`config.mk`:
```
export PLATFORM = sky130hd
export DESIGN_NAME = cell_sched_seq
export DESIGN_NICKNAME = d
export VERILOG_FILES = /design/src/rtl/tss_pkg.sv /design/src/rtl/tss_fetch.sv /design/src/rtl/tss_issue.sv /design/src/rtl/cell_sched_seq.sv
export SDC_FILE = /design/constraint.sdc
export NUM_CORES = 1
export LEC_CHECK = 0
export BUFFER_PORTS_ARGS = -buffer_cell sky130_fd_sc_hd__buf_2
export CORE_MARGIN = 3
export CORE_UTILIZATION = 45
export DETAILED_ROUTE_END_ITERATION = 12
export GPL_TIMING_DRIVEN = 0
export HOLD_SLACK_MARGIN = 0.1
export PLACE_DENSITY_LB_ADDON = 0.15
export SLEW_MARGIN = 30
export SYNTH_ARGS = -nofsm -noshare
export SYNTH_HDL_FRONTEND = slang
export SYNTH_HIERARCHICAL = 1
export SYNTH_SLANG_ARGS = --single-unit
export TNS_END_PERCENT = 20
```
`constraint.sdc`:
```
create_clock -name clk -period 2.29 [get_ports clk]
set_input_delay 0.3435 -clock clk [delete_from_list [all_inputs] [get_ports clk]]
set_output_delay 0.3435 -clock clk [all_outputs]
set_load 0.05 [all_outputs]
```
`src/rtl/tss_pkg.sv`:
```
package tss_pkg;
  typedef enum logic [1:0] {
    OP_IDLE  = 2'b00,
    OP_FIXED = 2'b01,
    OP_VAR   = 2'b10,
    OP_JUMP  = 2'b11
  } op_e;

  localparam int OP_LSB = 29;
  localparam int WORD_W = 32;
endpackage

```
`src/rtl/tss_fetch.sv`:
```
module tss_fetch
  import tss_pkg::*;
#(
  parameter int ADDR_W     = 17,
  parameter int RESET_BASE = 0,
  parameter int MAX_JUMPS  = 2
) (
  input  logic              clk,
  input  logic              rst,
  input  logic              base_wr,
  input  logic [ADDR_W-1:0] base_wdata,
  output logic [ADDR_W-1:0] base_q,
  output logic              mem_rd_en,
  output logic [ADDR_W-1:0] mem_raddr,
  input  logic [WORD_W-1:0] mem_rdata,
  input  logic              consume,
  output logic              ready,
  output op_e               ent_op,
  output logic [ADDR_W-1:0] ent_addr,
  output logic              err
);
  localparam int JW = $clog2(MAX_JUMPS + 1);

  typedef enum logic [1:0] {F_REQ, F_DEC, F_HOLD, F_ERR} fst_e;

  fst_e              state;
  logic [ADDR_W-1:0] ptr;
  logic              pend;
  logic [JW-1:0]     jcnt;
  op_e               dec_op;
  logic [ADDR_W-1:0] dec_addr;
  logic              is_jump, chain_full, jump_take;
  logic              unused_rdata;

  assign dec_op       = op_e'(mem_rdata[OP_LSB+1:OP_LSB]);
  assign dec_addr     = mem_rdata[ADDR_W-1:0];
  assign unused_rdata = ^{mem_rdata[WORD_W-1], mem_rdata[OP_LSB-1:ADDR_W]};
  assign is_jump      = (state == F_DEC) && (dec_op == OP_JUMP);
  assign chain_full   = (jcnt == JW'(MAX_JUMPS));
  assign jump_take    = is_jump && !chain_full;

  assign mem_rd_en = (state == F_REQ);
  assign mem_raddr = ptr;
  assign ready     = (state == F_HOLD);

  always_ff @(posedge clk) begin
    if (rst) begin
      state    <= F_REQ;
      ptr      <= ADDR_W'(RESET_BASE);
      base_q   <= ADDR_W'(RESET_BASE);
      pend     <= 1'b0;
      jcnt     <= '0;
      err      <= 1'b0;
      ent_op   <= OP_IDLE;
      ent_addr <= '0;
    end else begin
      if (base_wr) base_q <= base_wdata;
      pend <= base_wr | (pend & ~jump_take);
      case (state)
        F_REQ: state <= F_DEC;
        F_DEC: begin
          if (dec_op == OP_JUMP) begin
            if (chain_full) begin
              state <= F_ERR;
              err   <= 1'b1;
            end else begin
              jcnt  <= jcnt + 1'b1;
              ptr   <= pend ? base_q : dec_addr;
              state <= F_REQ;
            end
          end else begin
            ent_op   <= dec_op;
            ent_addr <= dec_addr;
            ptr      <= ptr + 1'b1;
            jcnt     <= '0;
            state    <= F_HOLD;
          end
        end
        F_HOLD: if (consume) state <= F_REQ;
        default: state <= F_ERR;
      endcase
    end
  end
endmodule

```
`src/rtl/tss_issue.sv`:
```
module tss_issue
  import tss_pkg::*;
#(
  parameter int ADDR_W = 17
) (
  input  logic              clk,
  input  logic              rst,
  input  logic              tick,
  input  logic              vr_pending,
  input  logic              ready,
  input  logic              err,
  input  op_e               ent_op,
  input  logic [ADDR_W-1:0] ent_addr,
  output logic              consume,
  output logic              slot_valid,
  output logic [1:0]        slot_kind,
  output logic [ADDR_W-1:0] slot_desc
);
  op_e               nxt_kind;
  logic [ADDR_W-1:0] nxt_desc;

  assign consume = tick & ready & ~err;

  always_comb begin
    nxt_kind = OP_IDLE;
    nxt_desc = '0;
    if (consume) begin
      case (ent_op)
        OP_FIXED: begin
          nxt_kind = OP_FIXED;
          nxt_desc = ent_addr;
        end
        OP_VAR:  nxt_kind = vr_pending ? OP_VAR : OP_IDLE;
        default: nxt_kind = OP_IDLE;
      endcase
    end
  end

  always_ff @(posedge clk) begin
    if (rst) begin
      slot_valid <= 1'b0;
      slot_kind  <= 2'b00;
      slot_desc  <= '0;
    end else begin
      slot_valid <= tick;
      slot_kind  <= tick ? nxt_kind : OP_IDLE;
      slot_desc  <= tick ? nxt_desc : '0;
    end
  end
endmodule

```
`src/rtl/cell_sched_seq.sv`:
```
module cell_sched_seq
  import tss_pkg::*;
#(
  parameter int ADDR_W     = 17,
  parameter int RESET_BASE = 0,
  parameter int MAX_JUMPS  = 2
) (
  input  logic              clk,
  input  logic              rst,
  input  logic              base_wr,
  input  logic [ADDR_W-1:0] base_wdata,
  output logic [ADDR_W-1:0] base_rdata,
  input  logic              slot_tick,
  input  logic              vr_pending,
  output logic              mem_rd_en,
  output logic [ADDR_W-1:0] mem_raddr,
  input  logic [31:0]       mem_rdata,
  output logic              slot_valid,
  output logic [1:0]        slot_kind,
  output logic [ADDR_W-1:0] slot_desc,
  output logic              tbl_err
);
  logic              consume, ready;
  op_e               ent_op;
  logic [ADDR_W-1:0] ent_addr;

  tss_fetch #(.ADDR_W(ADDR_W), .RESET_BASE(RESET_BASE), .MAX_JUMPS(MAX_JUMPS)) u_fetch (
    .clk(clk), .rst(rst), .base_wr(base_wr), .base_wdata(base_wdata), .base_q(base_rdata),
    .mem_rd_en(mem_rd_en), .mem_raddr(mem_raddr), .mem_rdata(mem_rdata),
    .consume(consume), .ready(ready), .ent_op(ent_op), .ent_addr(ent_addr), .err(tbl_err)
  );

  tss_issue #(.ADDR_W(ADDR_W)) u_issue (
    .clk(clk), .rst(rst), .tick(slot_tick), .vr_pending(vr_pending), .ready(ready),
    .err(tbl_err), .ent_op(ent_op), .ent_addr(ent_addr), .consume(consume),
    .slot_valid(slot_valid), .slot_kind(slot_kind), .slot_desc(slot_desc)
  );
endmodule

```
---- Yosys cells after proc, flatten, opt, wreduce, memory -nomap -nowiden ----
Index checks and enable logic that the tools add are counted.
W data, S select, Z words.
cells by class
  $add $sub $neg .......................... 2
  equal/unequal tests ..................... 8
  mux-type cells .......................... 11
  bitwise logic cells ..................... 10
  reduce and logical (&&, ||, !) cells .... 9
operators by type and width
  kind                     count
  $mux W17                 3
  $add A17 B1 Y17 const B  1
  $mux W2                  6
  $eq A2 B2 Y1 const B     4
  $not A1 Y1               6
  $pmux W2 S3              1
  $eq A2 B1 Y1 const B     2
  $ne A2 B2 Y1 const B     2
  $pmux W2 S2              1
  $reduce_and A2 Y1        2
  $reduce_or A4 Y1         1
  $and A1 B1 Y1            3
  $reduce_and A3 Y1        1
  $reduce_or A3 Y1         1
  $add A2 B1 Y2 const B    1
  $logic_and A1 B1 Y1      2
  $logic_not A2 Y1         1
  $logic_not A1 Y1         1
  $or A1 B1 Y1             1
storage, ports and cells
  flip-flop bits (word level) ............. 79
  input port bits ......................... 54
  output and inout bits ................... 56
  logic and storage cells ................. 51

---- Logic depth before layout (Yosys ltp) ----
Gate-level depths: netlist of the first run.
  depth after elaboration ................. 6
  mapped depth ............................ 7
  depth with buffers taken out ............ 5

---- Modules after synthesis ----
The synthesis of the first run kept the hierarchy.
modules (own cells, without submodules)
  module     instances  cells an instance  area each (µm²)  seq. area each (µm²)
  tss_fetch  1          339                2782.7           1181.1
  tss_issue  1          50                 624.3            400.4

---- Worst setup path before layout of the first run ----
Ideal clock, no wire load.
  path kind ............................... register to register
  start point ............................. register u_fetch.ptr[0] (netlist: u_fetch/mem_raddr[0])
  end point ............................... register u_fetch.ptr[12] (netlist: u_fetch/mem_raddr[12])
  setup time .............................. 75 ps
  data arrival time ....................... 1969 ps
  required time ........................... 2215 ps
  path slack .............................. 247 ps
  stages on the path, launching flop included .. 6
  buffers on the path ..................... 0
  period minus slack after synthesis ...... 2043 ps
  cells stage by stage .................... dfxtp_1 -> ha_1 -> and4_1 -> nand2_1 -> or4_1 -> a31oi_1
on the way
  longest elaborated chain between the ends .. 2
ends and longest elaborated chain
  item                      line             RTL
  start: declaration        tss_fetch.sv:27  logic [ADDR_W-1:0] ptr;
  start signal: assignment  tss_fetch.sv:49  ptr <= ADDR_W'(RESET_BASE);
  start signal: assignment  tss_fetch.sv:68  ptr <= pend ? base_q : dec_addr;
  start signal: assignment  tss_fetch.sv:74  ptr <= ptr + 1'b1;
  $add A17 B1 Y17           tss_fetch.sv:74
  $mux W17                  tss_fetch.sv:62  if (dec_op == OP_JUMP) begin
No other way between the ends.
A chain may end at the register's enable or synchronous reset.

---- Final worst setup path of the first run ----
  start point ............................. register u_fetch.jcnt[0]
  end point ............................... register u_fetch.ptr[8] (netlist: u_fetch/mem_raddr[8])
on the way
  longest elaborated chain between the ends .. 3
ends and longest elaborated chain
  item                         line             RTL
  start: declaration           tss_fetch.sv:29  logic [JW-1:0] jcnt;
  start signal: assignment     tss_fetch.sv:67  jcnt <= jcnt + 1'b1;
  $eq A2 B2 Y1                 tss_fetch.sv:39  assign chain_full = (jcnt == JW'(MAX_JUMPS));
  $ne A2 B2 Y1 (no line)       -
  $reduce_and A2 Y1 (no line)  -
No other way between the ends.

==> results.json, run 1 <==
{
  "status": "finished, final reports clean",
  "grtUsageTotal_pct": 21.9,
  "slowest_stage": "clkbuf_1",
  "min_from": "base_wdata[7]",
  "dpl.hpwl_um": 6920,
  "crit_path_start_kind": "flop",
  "grt_overflow": 0,
  "nets": 554,
  "path_class": "flop to flop",
  "maxCapViolCount": 0,
  "finalHoldViolCount": 0,
  "num_antenna_cells": 0,
  "max_freq_ghz": 0.497,
  "yosys_warnings": 6,
  "start_util_pct": 46.7,
  "io_buffers": 95,
  "cts_inserted_buffers": 9,
  "clock_sinks": 79,
  "dieWidth_um": 93.0,
  "clk_pin_slew_ps": 90,
  "synthesis.nets": 448,
  "slowest_delay_ps": 440,
  "ff2ff_setup_slack_ps": 280,
  "crit_required_ps": 2570,
  "cts_resized": 0,
  "whs_endpoint": "u_fetch/base_q[7]",
  "drt-pass1-iter-count": 5,
  "drtAntennaViolNets": 0,
  "viasPerCell": 5.31,
  "arrival_ps": 2290,
  "die_y_um": 93.0,
  "dieArea_sq_mm": 0.00865,
  "synth_seq_cells": 79,
  "powerDensity_mw_per_mm2": 776,
  "synth_area_per_cell_sq_um": 8.76,
  "stdcell_area_sq_mm": 0.00424,
  "tightestPinTransition_ps": 644,
  "seq_area_frac_synth_pct": 46.4,
  "cts_setup_buffers": 0,
  "ios": 110,
  "r2r-end": "u_fetch/mem_raddr[8]",
  "synth.distinct_cells": 38,
  "grt_pass1_wl_um": 14900,
  "peakVddDrop_mv": 0.524,
  "routed-via-count": 3181,
  "cts_root_buf": "clkbuf_8",
  "finalClockSkew_ps": 10.9,
  "clock_latency_ps": 350,
  "setup_tns_ps": 0,
  "clockBufferDepth": 2,
  "worst_setup_path_end_kind": "flop",
  "cp_top_family": "compound AO/OA/AOI/OAI gates",
  "slew_violations": 0,
  "layout_common_cells": "buf_2 (101), dfxtp_1 (79), nand2_1 (48)",
  "reg2reg_from": "u_fetch/jcnt[0]",
  "path_max_fanout": 10,
  "path_cells": "inv_1 > ha_1 > clkbuf_1 > a21oi_1 > clkbuf_1 > o21ai_0 > a21oi_1",
  "cts_tree": "yes",
  "max_slew_margin_pct": 57.1,
  "wl_um": 9180,
  "place.gp.congestion": 0.886,
  "placed_area_sq_mm": 0.00401,
  "cts_max_level": 3,
  "nFillCells": 744,
  "worstRegToRegCells": 7,
  "whs_path_depth": 3,
  "post-route-period-util_pct": 87.8,
  "drc": 0,
  "hold_buffers": 0,
  "num_rows": 31,
  "min_period_ps": 2010,
  "crit_start": "u_fetch/jcnt[0]",
  "wl_per_cell_um": 15.3,
  "grt_max_degree": 17,
  "cp.buffers_inverters": 3,
  "drive_gt1_share_pct": 26.8,
  "final_common_cell": "buf_2",
  "antenna_found_initial": 0,
  "leakage_nw": 1.90,
  "grt_pass1_vias": 3009,
  "postLayoutCoreUtil_pct": 58.1,
  "syn_inst": 389,
  "core_sq_mm": 0.00729,
  "setup_viol": 0,
  "first_iter_violations": 210,
  "synth_area_sq_mm": 0.00341,
  "rsz0062_at_grt": "no",
  "hp-class": "input pin to flop",
  "area_delta_synth_final_pct": 24.4
}
## registers in the layout, summed over array words and instances, names as in the netlist
signal	count
u_issue/slot_kind	2
u_fetch/state	2
u_fetch/ent_op	2
u_fetch/ent_addr	17
u_fetch/pend	1
u_fetch/err	1
u_fetch/base_q	17
u_fetch/mem_raddr	17
u_issue/slot_valid	1
u_issue/slot_desc	17
u_fetch/jcnt	2
## worst min-delay path, cell delays in order
cell,delay (ps)
buf_2,70
mux2i_1,50
nor2_1,70
## routing by layer
metal / up-vias / track usage (%) / share of wire (%)
li1: 1591 / - / -
met1: 1461 / 30.3 / 47
met2: 113 / 34.2 / 45
met3: 16 / 4.34 / 6.4
met4: 0 / 7.69 / 1.8
met5: - / 0 / 0
## synth_stat cells
library cell  count  area [sq um]
and3_1           10          62.6
nand4_1           9          56.3
ha_1              5          62.6
and3_2            8          60.1
nor3b_1           1          7.51
mux2_2            3          33.8
buf_6             4          45.0
nand3_1          10          50.1
a21oi_1          44           220
nand2b_4          1          13.8
and4_1            3          26.3
a41o_1            1          10.0
nand2_1          48           180
or3_1             2          12.5
or4_1             2          15.0
nor4_1           10          62.6
and4b_1           1          10.0
clkbuf_1         17          63.8
o211ai_1          2          15.0
and4bb_4          1          16.3
nand2b_1          3          18.8
nor3_1           10          50.1
and2b_1           2          15.0
dfxtp_1          79          1580
o31a_1            1          8.76
buf_1             1          3.75
nor2_1           39           146
mux2i_1          35           350
and2_1            4          25.0
a21o_1            2          15.0
a31oi_1           5          31.3
o31ai_1           1          7.51
buf_2             6          30.0
nor4b_1           1          8.76
o21ai_0          11          55.1
inv_1             4          15.0
o22ai_1           2          12.5
a2bb2oi_1         1          8.76
## power breakdown
part | internal [mW] | switching, mW | leakage, nW
clock | 0.641 | 0.566 | 0.119
sequential | 1.44 | 0.0652 | 0.644
combinational | 0.184 | 0.389 | 1.14
## through the flow
| step | hold slack, ps | total power [mW] | setup slack, ps | cells |
|---|---|---|---|---|
| after floorplan | 432 | 1.93 | 247 | 389 |
| after global placement | 439 | 2.10 | 291 | 583 |
| after detailed placement | 444 | 2.11 | 273 | 583 |
| after CTS | 208 | 3.31 | 266 | 599 |
| after global routing | 225 | 3.44 | 105 | 599 |
| final | 221 | 3.29 | 279 | 599 |
## how the worst max path moves through the flow
| stage | cells after the start | endpoint | slack (ps) |
|---|---|---|---|
| final | 7 | u_fetch/mem_raddr[8] | 280 |
| after global routing | 7 | u_fetch/mem_raddr[16] | 110 |
| after CTS | 7 | u_fetch/mem_raddr[5] | 270 |
| after detailed placement | 7 | u_fetch/mem_raddr[5] | 270 |
| after global placement | 7 | u_fetch/mem_raddr[5] | 290 |
| after floorplan | 5 | u_fetch/mem_raddr[12] | 250 |
## layout make-up
| type | count | area [sq um] | area share [%] |
|---|---|---|---|
| Clock inverter | 7 | 109 | 2.57 |
| Inverter | 4 | 15.0 | 0.354 |
| Multi-Input combinational cell | 278 | 1670 | 39.3 |
| Sequential cell | 79 | 1580 | 37.3 |
| Timing Repair Buffer | 95 | 475 | 11.2 |
| Clock buffer | 9 | 124 | 2.92 |
| Buffer | 28 | 143 | 3.36 |
| Tap cell | 99 | 124 | 2.92 |
## cells by family (layout without fill, tap and decap cells)
group | count (synthesis) | count (layout) | share of synthesized area [%]
compound gates | 70 | 70 | 11.3
fa+ha+maj | 5 | 5 | 1.84
buf+inv | 32 | 143 | 4.63
flops | 79 | 79 | 46.4
mux | 38 | 38 | 11.3
simple gates | 165 | 165 | 24.6
(Power assumes the default switching activity.)
==> run 2, diff against run 1 <==
--- a/config.mk
+++ b/config.mk
@@ -15,6 +15,5 @@
 export SLEW_MARGIN = 30
 export SYNTH_ARGS = -nofsm -noshare
 export SYNTH_HDL_FRONTEND = slang
-export SYNTH_HIERARCHICAL = 1
 export SYNTH_SLANG_ARGS = --single-unit
 export TNS_END_PERCENT = 20
==> run 2 against run 1 <==
Cell area fell by 1.5%. Highest routed layer unchanged. Global-route usage is essentially flat. Synthesized area fell by 1.3%. Clock skew increased by 3.0 ps. Critical path type unchanged. Sequential share of layout area is 0.57 points higher. Fmax fell by 4.2%. Routed wire length rose by 1.0%. Utilization grew 1.3 points. Synthesized cell count is 2.8% lower.
==> results.json, run 2 <==
{
  "finalHoldViolCount": 0,
  "area_delta_synth_final_pct": 24.1,
  "tightestPinTransition_ps": 826,
  "final_common_cell": "buf_2",
  "setup_viol": 0,
  "switchingPower_uw": 962,
  "drc": 0,
  "place.gp.congestion": 0.861,
  "synth.largest_area_cell": "dfxtp_1",
  "cts_root_buf": "clkbuf_8",
  "swShare_pct": 31.2,
  "dieWidth_um": 92.5,
  "ys_async_sr_fraction_pct": 0,
  "wl_per_cell_um": 15.9,
  "cts_tree": "yes",
  "synth_common_cells": "dfxtp_1 (79), nand2_1 (51), nor2_1 (36), a21oi_1 (33), mux2i_1 (31)",
  "clock_sinks": 79,
  "crit_required_ps": 2570,
  "grt_pass1_vias": 2833,
  "setup_tns_ps": 0,
  "layout_common_cells": "buf_2 (101), dfxtp_1 (79), nand2_1 (51)",
  "clock_latency_ps": 350,
  "leakage_nw": 1.92,
  "drtAntennaViolNets": 0,
  "viasPerCell": 5.37,
  "worst_setup_path_end_kind": "flop",
  "routed-via-count": 3139,
  "post-route-period-util_pct": 91.7,
  "fin_ws_ps": 191,
  "core_sq_mm": 0.00702,
  "ios": 110,
  "synth_edf_count": 0,
  "die_y_um": 92.5,
  "synth_area_sq_mm": 0.00336,
  "p_seq_share_pct": 48.6,
  "syn_inst": 378,
  "synth.most_common_cell": "dfxtp_1",
  "placed_area_sq_mm": 0.00396,
  "cts_inserted_buffers": 9,
  "crit_path_start_kind": "flop",
  "wl_um": 9280,
  "grt_overflow": 0,
  "cell_internal_pwr_mw": 2.12,
  "clk_pin_slew_ps": 90,
  "peakVddDrop_mv": 0.445,
  "synth_top_area_share_pct": 47.0,
  "synth.distinct_cells": 50,
  "rsz0062_at_grt": "no",
  "nets": 543,
  "grtUsageTotal_pct": 21.9,
  "slew_violations": 0,
  "first_iter_violations": 246,
  "num_antenna_cells": 0,
  "synthesis.nets": 437,
  "dieArea_sq_mm": 0.00855,
  "hp-class": "input pin to flop",
  "dpl.hpwl_um": 6900,
  "min_period_ps": 2100,
  "antenna_found_initial": 0,
  "ys.flop_type": "dfxtp_1",
  "start_util_pct": 47.9,
  "synth_seq_cells": 79,
  "power_frac_clock_pct": 34.2,
  "powerDensity_mw_per_mm2": 739,
  "fin_total_pwr_mw": 3.08,
  "grt_pass1_wl_um": 14600,
  "finalClockSkew_ps": 14.0,
  "multiInputGateArea_sq_mm": 0.00164,
  "drive_gt1_share_pct": 26.6,
  "regArea_sq_mm": 0.00158,
  "synth_area_per_cell_sq_um": 8.90,
  "clockBufferDepth": 2,
  "maxCapViolCount": 0,
  "seq_area_frac_synth_pct": 47.0,
  "nFillCells": 659,
  "grt_max_degree": 16,
  "pre_cts_ws_ps": 184,
  "drt-pass1-iter-count": 4,
  "max_slew_margin_pct": 45.0,
  "io_buffers": 95,
  "path_max_fanout": 9,
  "path_class": "flop to flop",
  "yosys_warnings": 0,
  "comb_power_share_pct": 17.2,
  "max_freq_ghz": 0.476,
  "status": "finished, final reports clean",
  "num_rows": 30,
  "cts_max_level": 3,
  "stdcell_area_sq_mm": 0.00418,
  "arrival_ps": 2380,
  "synth_area_leaders": "dfxtp_1 (47%), mux2i_1 (9.2%), nand2_1 (5.7%)",
  "hold_buffers": 0
}
## run 2: cell count changes after synthesis, sizes merged, moves of 4 or more
cell / delta
nand4: -4
mux2i: -4
inv: +4
a21oi: -11
nor4: -8
a211oi: +5
## run 2: layer usage
metal / up-vias / GRT usage, % / wire, um
li1: 1561 / - / -
met1: 1451 / 30.7 / 4350
met2: 114 / 33.2 / 4230
met3: 13 / 5.61 / 555
met4: 0 / 6.56 / 145
met5: - / 0 / 0
## run 2: worst paths after layout
kind | start | endpoint | slack, ps | cells after the start
max | u_fetch.mem_raddr[0] | u_fetch.mem_raddr[16] | 190 | 5
min | base_wdata[3] | u_fetch.base_q[3] | 220 | 3
max reg2reg | u_fetch.mem_raddr[0] | u_fetch.mem_raddr[16] | 190 | 5
min reg2reg | u_fetch.ent_addr[10] | u_fetch.ent_addr[10] | 450 | 2
## run 2: critical path, cell delays in order, from the launching register on
cell     delay (ps)
dfxtp_1         440
ha_1            310
nand4_4         190
or4_1           590
or3_1           330
a31oi_1         170
## run 2: final cells by class
class	instances	share of cell area (%)
multi-input combinational	266	39.3
sequential	79	37.9
timing repair buffer	95	11.4
clock buffer	9	2.97
buffer	25	2.97
tap	96	2.88
clock inverter	7	1.86
inverter	8	0.719
## run 2: per-stage QoR
stage	hold WS [ps]	util [%]	instances
6_report	224	59.5	585
4_1_cts	211	59.3	585
3_3_place_gp	437	56.4	569
2_1_floorplan	423	-	378
3_5_place_dp	445	56.4	569
5_1_grt	218	59.5	585
## run 2: timing repair
| action | in CTS | in global routing |
|---|---|---|
| buffers inserted | 0 | 0 |
| resized for setup | 0 | 2 |
| endpoints found under the setup margin | 0 | 2 |
## run 2: logic make-up after synthesis
group / after synthesis / share of synthesized area (%)
simple gates: 151 / 22.0
flops: 79 / 47.0
mux: 36 / 10.9
compound gates: 74 / 13.7
fa+ha+maj: 5 / 1.86
buf+inv: 33 / 4.58
## run 2: power by group through the flow
stage | combinational, mW | sequential (mW) | clock [mW]
global placement | 0.526 | 1.53 | 0
floorplan | 0.250 | 1.64 | 0
finish | 0.531 | 1.50 | 1.06
CTS | 0.531 | 1.50 | 1.08
global route | 0.576 | 1.51 | 1.14
detailed placement | 0.529 | 1.53 | 0
